==> src/rtl/rxq_pkg.sv <==
package rxq_pkg;
    localparam int WORD_W         = 32;
    localparam int LEN_W          = 16;
    localparam int FFWD_MIN_WORDS = 4;

    typedef enum logic [1:0] {
        FF_IDLE = 2'd0,
        FF_CALC = 2'd1,
        FF_JUMP = 2'd2
    } ffwd_state_e;

    typedef struct packed {
        logic [WORD_W-LEN_W-1:0] rsvd;
        logic [LEN_W-1:0]        len;
    } stat_word_t;

    function automatic stat_word_t make_stat(input logic [LEN_W-1:0] len);
        stat_word_t s;
        s.rsvd = '0;
        s.len  = len;
        return s;
    endfunction
endpackage

==> src/rtl/rxq_data_fifo.sv <==
module rxq_data_fifo #(
    parameter int DEPTH = 32,
    parameter int W     = 32
) (
    input  logic                       clk,
    input  logic                       rst,
    input  logic                       flush,
    input  logic                       wr_en,
    input  logic [W-1:0]               wr_data,
    input  logic                       pop,
    input  logic                       skip_en,
    input  logic [$clog2(DEPTH):0]     skip_len,
    output logic [W-1:0]               rdata,
    output logic [$clog2(DEPTH):0]     used
);
    localparam int AW = $clog2(DEPTH);
    localparam int PW = AW + 1;

    logic [W-1:0]  mem [DEPTH];
    logic [PW-1:0] wr_ptr;
    logic [PW-1:0] rd_ptr;

    always_ff @(posedge clk) begin
        if (rst || flush) begin
            wr_ptr <= '0;
            rd_ptr <= '0;
        end else begin
            if (wr_en)
                wr_ptr <= wr_ptr + 1'b1;
            if (skip_en)
                rd_ptr <= rd_ptr + skip_len;
            else if (pop)
                rd_ptr <= rd_ptr + 1'b1;
        end
    end

    always_ff @(posedge clk) begin
        if (wr_en)
            mem[wr_ptr[AW-1:0]] <= wr_data;
    end

    assign rdata = mem[rd_ptr[AW-1:0]];
    assign used  = wr_ptr - rd_ptr;
endmodule

==> src/rtl/rxq_stat_fifo.sv <==
module rxq_stat_fifo
    import rxq_pkg::*;
#(
    parameter int DEPTH = 8
) (
    input  logic                   clk,
    input  logic                   rst,
    input  logic                   flush,
    input  logic                   push,
    input  stat_word_t             wdata,
    input  logic                   host_pop,
    input  logic                   pkt_adv,
    output logic [WORD_W-1:0]      host_rdata,
    output logic [LEN_W-1:0]       head_len,
    output logic [$clog2(DEPTH):0] host_used,
    output logic [$clog2(DEPTH):0] pkt_used,
    output logic [$clog2(DEPTH):0] slot_used
);
    localparam int AW = $clog2(DEPTH);
    localparam int PW = AW + 1;

    stat_word_t    mem [DEPTH];
    logic [PW-1:0] wr_ptr;
    logic [PW-1:0] host_ptr;
    logic [PW-1:0] pkt_ptr;

    always_ff @(posedge clk) begin
        if (rst || flush) begin
            wr_ptr   <= '0;
            host_ptr <= '0;
            pkt_ptr  <= '0;
        end else begin
            if (push)
                wr_ptr <= wr_ptr + 1'b1;
            if (host_pop)
                host_ptr <= host_ptr + 1'b1;
            if (pkt_adv)
                pkt_ptr <= pkt_ptr + 1'b1;
        end
    end

    always_ff @(posedge clk) begin
        if (push)
            mem[wr_ptr[AW-1:0]] <= wdata;
    end

    assign host_rdata = mem[host_ptr[AW-1:0]];
    assign head_len   = mem[pkt_ptr[AW-1:0]].len;
    assign host_used  = wr_ptr - host_ptr;
    assign pkt_used   = wr_ptr - pkt_ptr;
    assign slot_used  = (host_used > pkt_used) ? host_used : pkt_used;
endmodule

==> src/rtl/rxq_wr_ctrl.sv <==
module rxq_wr_ctrl
    import rxq_pkg::*;
#(
    parameter int DATA_DEPTH    = 32,
    parameter int STAT_DEPTH    = 8,
    parameter int MAX_PKT_WORDS = 8
) (
    input  logic                        clk,
    input  logic                        rst,
    input  logic                        flush,
    input  logic                        rx_valid,
    input  logic                        rx_last,
    input  logic [$clog2(DATA_DEPTH):0] data_used,
    input  logic [$clog2(STAT_DEPTH):0] slot_used,
    output logic                        rx_ready,
    output logic                        data_wr,
    output logic                        stat_push,
    output stat_word_t                  stat_wdata
);
    localparam int DPW = $clog2(DATA_DEPTH) + 1;
    localparam int SPW = $clog2(STAT_DEPTH) + 1;

    logic             in_pkt;
    logic [LEN_W-1:0] wr_len;
    logic [DPW-1:0]   data_free;
    logic             room_new;
    logic             accept;

    assign data_free = DPW'(DATA_DEPTH) - data_used;
    assign room_new  = (data_free >= DPW'(MAX_PKT_WORDS)) &&
                       (slot_used < SPW'(STAT_DEPTH));
    assign rx_ready  = !flush && (in_pkt ? (data_used < DPW'(DATA_DEPTH)) : room_new);
    assign accept    = rx_valid && rx_ready;
    assign data_wr   = accept;
    assign stat_push = accept && rx_last;
    assign stat_wdata = make_stat(wr_len + 1'b1);

    always_ff @(posedge clk) begin
        if (rst || flush) begin
            in_pkt <= 1'b0;
            wr_len <= '0;
        end else if (accept) begin
            if (rx_last) begin
                in_pkt <= 1'b0;
                wr_len <= '0;
            end else begin
                in_pkt <= 1'b1;
                wr_len <= wr_len + 1'b1;
            end
        end
    end
endmodule

==> src/rtl/rxq_rd_ctrl.sv <==
module rxq_rd_ctrl
    import rxq_pkg::*;
#(
    parameter int DATA_DEPTH = 32,
    parameter int STAT_DEPTH = 8
) (
    input  logic                        clk,
    input  logic                        rst,
    input  logic                        rx_halted,
    input  logic                        dump_req,
    input  logic                        ffwd_req,
    input  logic                        host_data_pop,
    input  logic                        host_stat_pop,
    input  logic [$clog2(DATA_DEPTH):0] data_used,
    input  logic [$clog2(STAT_DEPTH):0] host_used,
    input  logic [$clog2(STAT_DEPTH):0] pkt_used,
    input  logic [LEN_W-1:0]            head_len,
    output logic                        flush,
    output logic                        data_pop_ok,
    output logic                        stat_pop_ok,
    output logic                        data_rvalid,
    output logic                        stat_rvalid,
    output logic                        pkt_adv,
    output logic                        skip_en,
    output logic [$clog2(DATA_DEPTH):0] skip_len,
    output logic                        ffwd_busy,
    output logic                        ffwd_err,
    output logic                        dump_busy
);
    localparam int DPW = $clog2(DATA_DEPTH) + 1;

    ffwd_state_e      state;
    logic [LEN_W-1:0] words_read;
    logic             pop_done;
    logic             head_ok;

    assign flush       = dump_busy;
    assign ffwd_busy   = (state != FF_IDLE);
    assign data_rvalid = (data_used != '0) && !ffwd_busy && !dump_busy;
    assign stat_rvalid = (host_used != '0) && !dump_busy;
    assign data_pop_ok = host_data_pop && data_rvalid && !ffwd_req;
    assign stat_pop_ok = host_stat_pop && stat_rvalid;
    assign pop_done    = data_pop_ok && (pkt_used != '0) &&
                         (LEN_W'(words_read + 1'b1) == head_len);
    assign skip_en     = (state == FF_JUMP);
    assign pkt_adv     = pop_done || skip_en;
    assign head_ok     = (pkt_used != '0) && (head_len >= LEN_W'(FFWD_MIN_WORDS));

    always_ff @(posedge clk) begin
        if (rst)
            dump_busy <= 1'b0;
        else if (dump_busy)
            dump_busy <= 1'b0;
        else if (dump_req && rx_halted)
            dump_busy <= 1'b1;
    end

    always_ff @(posedge clk) begin
        if (rst || flush) begin
            state      <= FF_IDLE;
            words_read <= '0;
            skip_len   <= '0;
            ffwd_err   <= 1'b0;
        end else begin
            ffwd_err <= 1'b0;
            unique case (state)
                FF_IDLE: begin
                    if (ffwd_req) begin
                        if (head_ok)
                            state <= FF_CALC;
                        else
                            ffwd_err <= 1'b1;
                    end
                    if (pop_done)
                        words_read <= '0;
                    else if (data_pop_ok)
                        words_read <= words_read + 1'b1;
                end
                FF_CALC: begin
                    skip_len <= DPW'(head_len - words_read);
                    state    <= FF_JUMP;
                end
                FF_JUMP: begin
                    words_read <= '0;
                    state      <= FF_IDLE;
                end
                default: state <= FF_IDLE;
            endcase
        end
    end
endmodule

==> src/rtl/rx_pkt_buffer.sv <==
module rx_pkt_buffer
    import rxq_pkg::*;
#(
    parameter int DATA_DEPTH    = 32,
    parameter int STAT_DEPTH    = 8,
    parameter int MAX_PKT_WORDS = 8
) (
    input  logic                        clk,
    input  logic                        rst,
    input  logic                        rx_valid,
    output logic                        rx_ready,
    input  logic [31:0]                 rx_data,
    input  logic                        rx_last,
    input  logic                        rx_halted,
    input  logic                        host_data_pop,
    output logic [31:0]                 host_data_rdata,
    output logic                        host_data_rvalid,
    input  logic                        host_stat_pop,
    output logic [31:0]                 host_stat_rdata,
    output logic                        host_stat_rvalid,
    input  logic                        ffwd_req,
    output logic                        ffwd_busy,
    output logic                        ffwd_err,
    input  logic                        dump_req,
    output logic                        dump_busy,
    output logic [$clog2(DATA_DEPTH):0] data_used,
    output logic [$clog2(STAT_DEPTH):0] stat_used
);
    localparam int DPW = $clog2(DATA_DEPTH) + 1;
    localparam int SPW = $clog2(STAT_DEPTH) + 1;

    logic             flush;
    logic             data_wr;
    logic             stat_push;
    stat_word_t       stat_wdata;
    logic             data_pop_ok;
    logic             stat_pop_ok;
    logic             pkt_adv;
    logic             skip_en;
    logic [DPW-1:0]   skip_len;
    logic [LEN_W-1:0] head_len;
    logic [SPW-1:0]   pkt_used;
    logic [SPW-1:0]   slot_used;

    rxq_data_fifo #(.DEPTH(DATA_DEPTH), .W(WORD_W)) u_data (
        .clk      (clk),
        .rst      (rst),
        .flush    (flush),
        .wr_en    (data_wr),
        .wr_data  (rx_data),
        .pop      (data_pop_ok),
        .skip_en  (skip_en),
        .skip_len (skip_len),
        .rdata    (host_data_rdata),
        .used     (data_used)
    );

    rxq_stat_fifo #(.DEPTH(STAT_DEPTH)) u_stat (
        .clk        (clk),
        .rst        (rst),
        .flush      (flush),
        .push       (stat_push),
        .wdata      (stat_wdata),
        .host_pop   (stat_pop_ok),
        .pkt_adv    (pkt_adv),
        .host_rdata (host_stat_rdata),
        .head_len   (head_len),
        .host_used  (stat_used),
        .pkt_used   (pkt_used),
        .slot_used  (slot_used)
    );

    rxq_wr_ctrl #(
        .DATA_DEPTH    (DATA_DEPTH),
        .STAT_DEPTH    (STAT_DEPTH),
        .MAX_PKT_WORDS (MAX_PKT_WORDS)
    ) u_wr (
        .clk        (clk),
        .rst        (rst),
        .flush      (flush),
        .rx_valid   (rx_valid),
        .rx_last    (rx_last),
        .data_used  (data_used),
        .slot_used  (slot_used),
        .rx_ready   (rx_ready),
        .data_wr    (data_wr),
        .stat_push  (stat_push),
        .stat_wdata (stat_wdata)
    );

    rxq_rd_ctrl #(.DATA_DEPTH(DATA_DEPTH), .STAT_DEPTH(STAT_DEPTH)) u_rd (
        .clk           (clk),
        .rst           (rst),
        .rx_halted     (rx_halted),
        .dump_req      (dump_req),
        .ffwd_req      (ffwd_req),
        .host_data_pop (host_data_pop),
        .host_stat_pop (host_stat_pop),
        .data_used     (data_used),
        .host_used     (stat_used),
        .pkt_used      (pkt_used),
        .head_len      (head_len),
        .flush         (flush),
        .data_pop_ok   (data_pop_ok),
        .stat_pop_ok   (stat_pop_ok),
        .data_rvalid   (host_data_rvalid),
        .stat_rvalid   (host_stat_rvalid),
        .pkt_adv       (pkt_adv),
        .skip_en       (skip_en),
        .skip_len      (skip_len),
        .ffwd_busy     (ffwd_busy),
        .ffwd_err      (ffwd_err),
        .dump_busy     (dump_busy)
    );
endmodule

==> config.mk <==
export PLATFORM = sky130hd
export DESIGN_NAME = rx_pkt_buffer
export DESIGN_NICKNAME = d
export VERILOG_FILES = /design/src/rtl/rxq_pkg.sv /design/src/rtl/rxq_data_fifo.sv /design/src/rtl/rxq_stat_fifo.sv /design/src/rtl/rxq_wr_ctrl.sv /design/src/rtl/rxq_rd_ctrl.sv /design/src/rtl/rx_pkt_buffer.sv
export SDC_FILE = /design/constraint.sdc
export NUM_CORES = 1
export LEC_CHECK = 0
export BUFFER_PORTS_ARGS = -buffer_cell sky130_fd_sc_hd__buf_2
export CAP_MARGIN = 20
export CORE_ASPECT_RATIO = 1.75
export CORE_MARGIN = 1
export CORE_UTILIZATION = 50
export DETAILED_ROUTE_END_ITERATION = 12
export GPL_TIMING_DRIVEN = 0
export PLACE_DENSITY_LB_ADDON = 0.2
export SYNTH_ARGS = -nofsm -noshare
export SYNTH_HDL_FRONTEND = slang
export SYNTH_SLANG_ARGS = --single-unit
export TNS_END_PERCENT = 50
==> constraint.sdc <==
create_clock -name clk -period 15.7 [get_ports clk]
set_clock_uncertainty 0.05 [all_clocks]
set_input_delay 1.57 -clock clk [delete_from_list [all_inputs] [get_ports clk]]
set_output_delay 1.57 -clock clk [all_outputs]
set_load 0.05 [all_outputs]
==> out/results.txt <==
Vias in the first global route: 27280
Top-Level Pins: 121
Clock Path Buffers: 3
Gpl congestion: 0.8799
Synth Area in Compound Gates: 1.679%
Die extent in y: 419.8 microns
Worst slew pin tran: 1.146 ns
Sequential area share after synthesis: 72.51%
Slew HR: 23.32%
Post-Synthesis Cells: 2404
Max VDD drop: 143.0 uV
Routed wire length: 131.4 mm
Worst skew pair latency: 0.73 ns
# Post-CTS Setup Buffers: 0
Pwr dens: 149.7 nW/um^2
WS Path Type: reg2out
FF+latch count, synth: 1230
Final Hold Viols: 0
Post-synthesis xor/xnor area fraction: 1.054%
Final Cycle Share: 41.53%
Largest net degree at the start of global routing: 33
Dpl cells: 3908
All-Layer GR Usage: 26.85%
TNS Setup: 0 ns
Status: finished clean
Final non-filler cell total: 4119
Adder-Cell Fraction of Synth Area: 1.054%
Final HPWL DP: 91.09 mm
Drt drc: 0
Final nets: 2799
Post_cts resized: 0
FP Rows: 152
Crit path DAT: 4.90 ns
Clk pin slew, worst setup/hold paths: 0.07 ns
Synth Area in Simple Gates: 3.031%
Final Slew Violations: 0
Post-synth cell types: 71
Post-place setup slack: 9.825 ns
Total congestion overflow: 0
Initial antenna violation count: 4
Layout cells sized above 1: 30.79%
Hold WC Path Type: reg2reg
Total CTS buffers: 107
Synth warnings: 0
Detailed Routing Iterations Pass 1: 5
Cell area after layout: 57440 sq um
CTS hold repair buffers: 0
Routed Antenna Nets: 0
Top cell type by total area after synthesis: edfxtp_1
WL per Instance: 31.90 microns
Starting Density: 50.61%
Synth area leaders: edfxtp_1 69%, mux4_2 17%, dfxtp_1 3.1%
GR Util met2: 50.21%
Via count: 25430
Multi-input gate area: 13230 sq um
Max Cap Viol: 0
CTS Root Cell: clkbuf_16
Post-synth ARST share: 0%
Initial drt markers: 2240
Met3 Use GR: 3.396%
Post-synthesis mux area share: 19.03%
Share of the synthesized area in the top cell type: 69.38%
Crit start category: flip-flop
TritonCTS clock tree: done
Worst EP required: 14.08 ns
First-pass GRT wire length: 188.0 mm
RSZ-0062 raised after global routing: no
Die ar.: 101000 sq um
Fillers: 7243
Leak: 17.89 nW
Worst Setup Slack, final: 9.180 ns
Area Growth Syn to Fin: 15.20%
Vias per inst: 6.174
Clock net sink count: 1230
# setup viols final: 0
H-tree depth: 3
Avg Cell Area, Syn: 20.74 sq um
Post-synth EDFFs: 1152
Core area: 98510 sq um
Cell with the most instances after synthesis: edfxtp_1
Largest family of logic cells by synthesized area: multiplexers
DP Area: 53720 sq um
CP Max Fanout: 10
Post-layout min period: 6.520 ns
IO Port Bufs: 104
Mapped Area: 49860 sq um
Die width: 240.7 microns
F_max: 153.4 MHz
CP endpoint kind: output port
Most used DFF post-synth: edfxtp_1
Commonest cells in the netlist: 1152 x edfxtp_1, 374 x mux4_2, 89 x nor2_1
FF+latch area: 36150 sq um
Gr busiest metal: met2
GR Layer Usage met1: 29.20%
-- flip-flops by register name, indices dropped and copies added (netlist names), 2 cells and up, named ones only --
name,flops
u_data.mem,1024
u_data.rd_ptr,6
u_data.wr_ptr,6
u_rd.skip_len,6
u_rd.state,2
u_rd.words_read,16
u_stat.host_ptr,4
u_stat.mem,128
u_stat.pkt_ptr,4
u_stat.wr_ptr,4
u_wr.wr_len,16
-- layout by cell type (no fill, tap or decap), drive strengths merged, types with 50 or more instances in the layout --
cell type,n
nor2,89
inv,54
mux2,54
edfxtp,1152
nand3,51
dfxtp,78
buf,259
clkbuf,206
nand2,50
mux4,381
-- final timing paths --
kind | startpoint | end | slack, ns | cells after the start
max | flip-flop | host_data_rdata[0] | 9.18 | 7
min | u_rd.skip_len[4] | u_rd.skip_len[4] | 0.45 | 2
max reg2reg | u_stat.wr_ptr[0] | u_data.mem[1][8] | 10.43 | 15
min reg2reg | u_rd.skip_len[4] | u_rd.skip_len[4] | 0.45 | 2
-- metal layers --
layer  wire length (microns)  vias up  share of wire [%]
met3                    6699      288                5.1
met1                   43620    13550                 33
li1                        -    10610                  -
met2                   74000      980                 56
met4                    7007        8                5.3
met5                      60        -              0.046
-- critical path, stage by stage, from the launching register on --
cell	delay [ns]
dfxtp_1	0.31
clkbuf_1	0.48
buf_1	0.85
buf_1	0.80
mux4_2	0.64
mux4_2	0.50
mux2_2	0.34
buf_2	0.23
-- layout make-up --
class	instances	area share (%)
tap	1309	2.851
inverter	46	0.3006
sequential	1230	62.94
timing repair buffer	191	3.544
antenna	1	0.004357
clock buffer	133	4.975
multi-input combinational	1002	23.04
clock inverter	66	1.224
buffer	141	1.120
-- kinds of logic (layout without fill, tap and decap cells) --
kind of cell	Yosys count	count (layout)
other	1	17
AO/OA/AOI/OAI	127	127
multiplexers	460	460
buffers and inverters	187	577
flip-flops	1230	1230
AND/OR/NAND/NOR	300	300
XOR/XNOR	60	60
adder cells (fa/ha/maj)	39	39
-- through the flow --
step | total power, mW | utilization, % | hold WS (ns)
global route | 8.856 | 58.30 | 0.4926
detailed placement | 5.970 | 54.53 | 0.4349
global placement | 5.863 | 52.86 | 0.4277
CTS | 8.639 | 58.14 | 0.4516
finish | 8.596 | 58.31 | 0.4520
floorplan | 5.245 | - | 0.4015
-- where the power goes --
part	switching, mW	internal (mW)
Combinational	1.32	0.862
Sequential	0.0404	3.68
Clock	1.21	1.48
Total	2.57	6.02
Power figures use the tool's default switching activity.
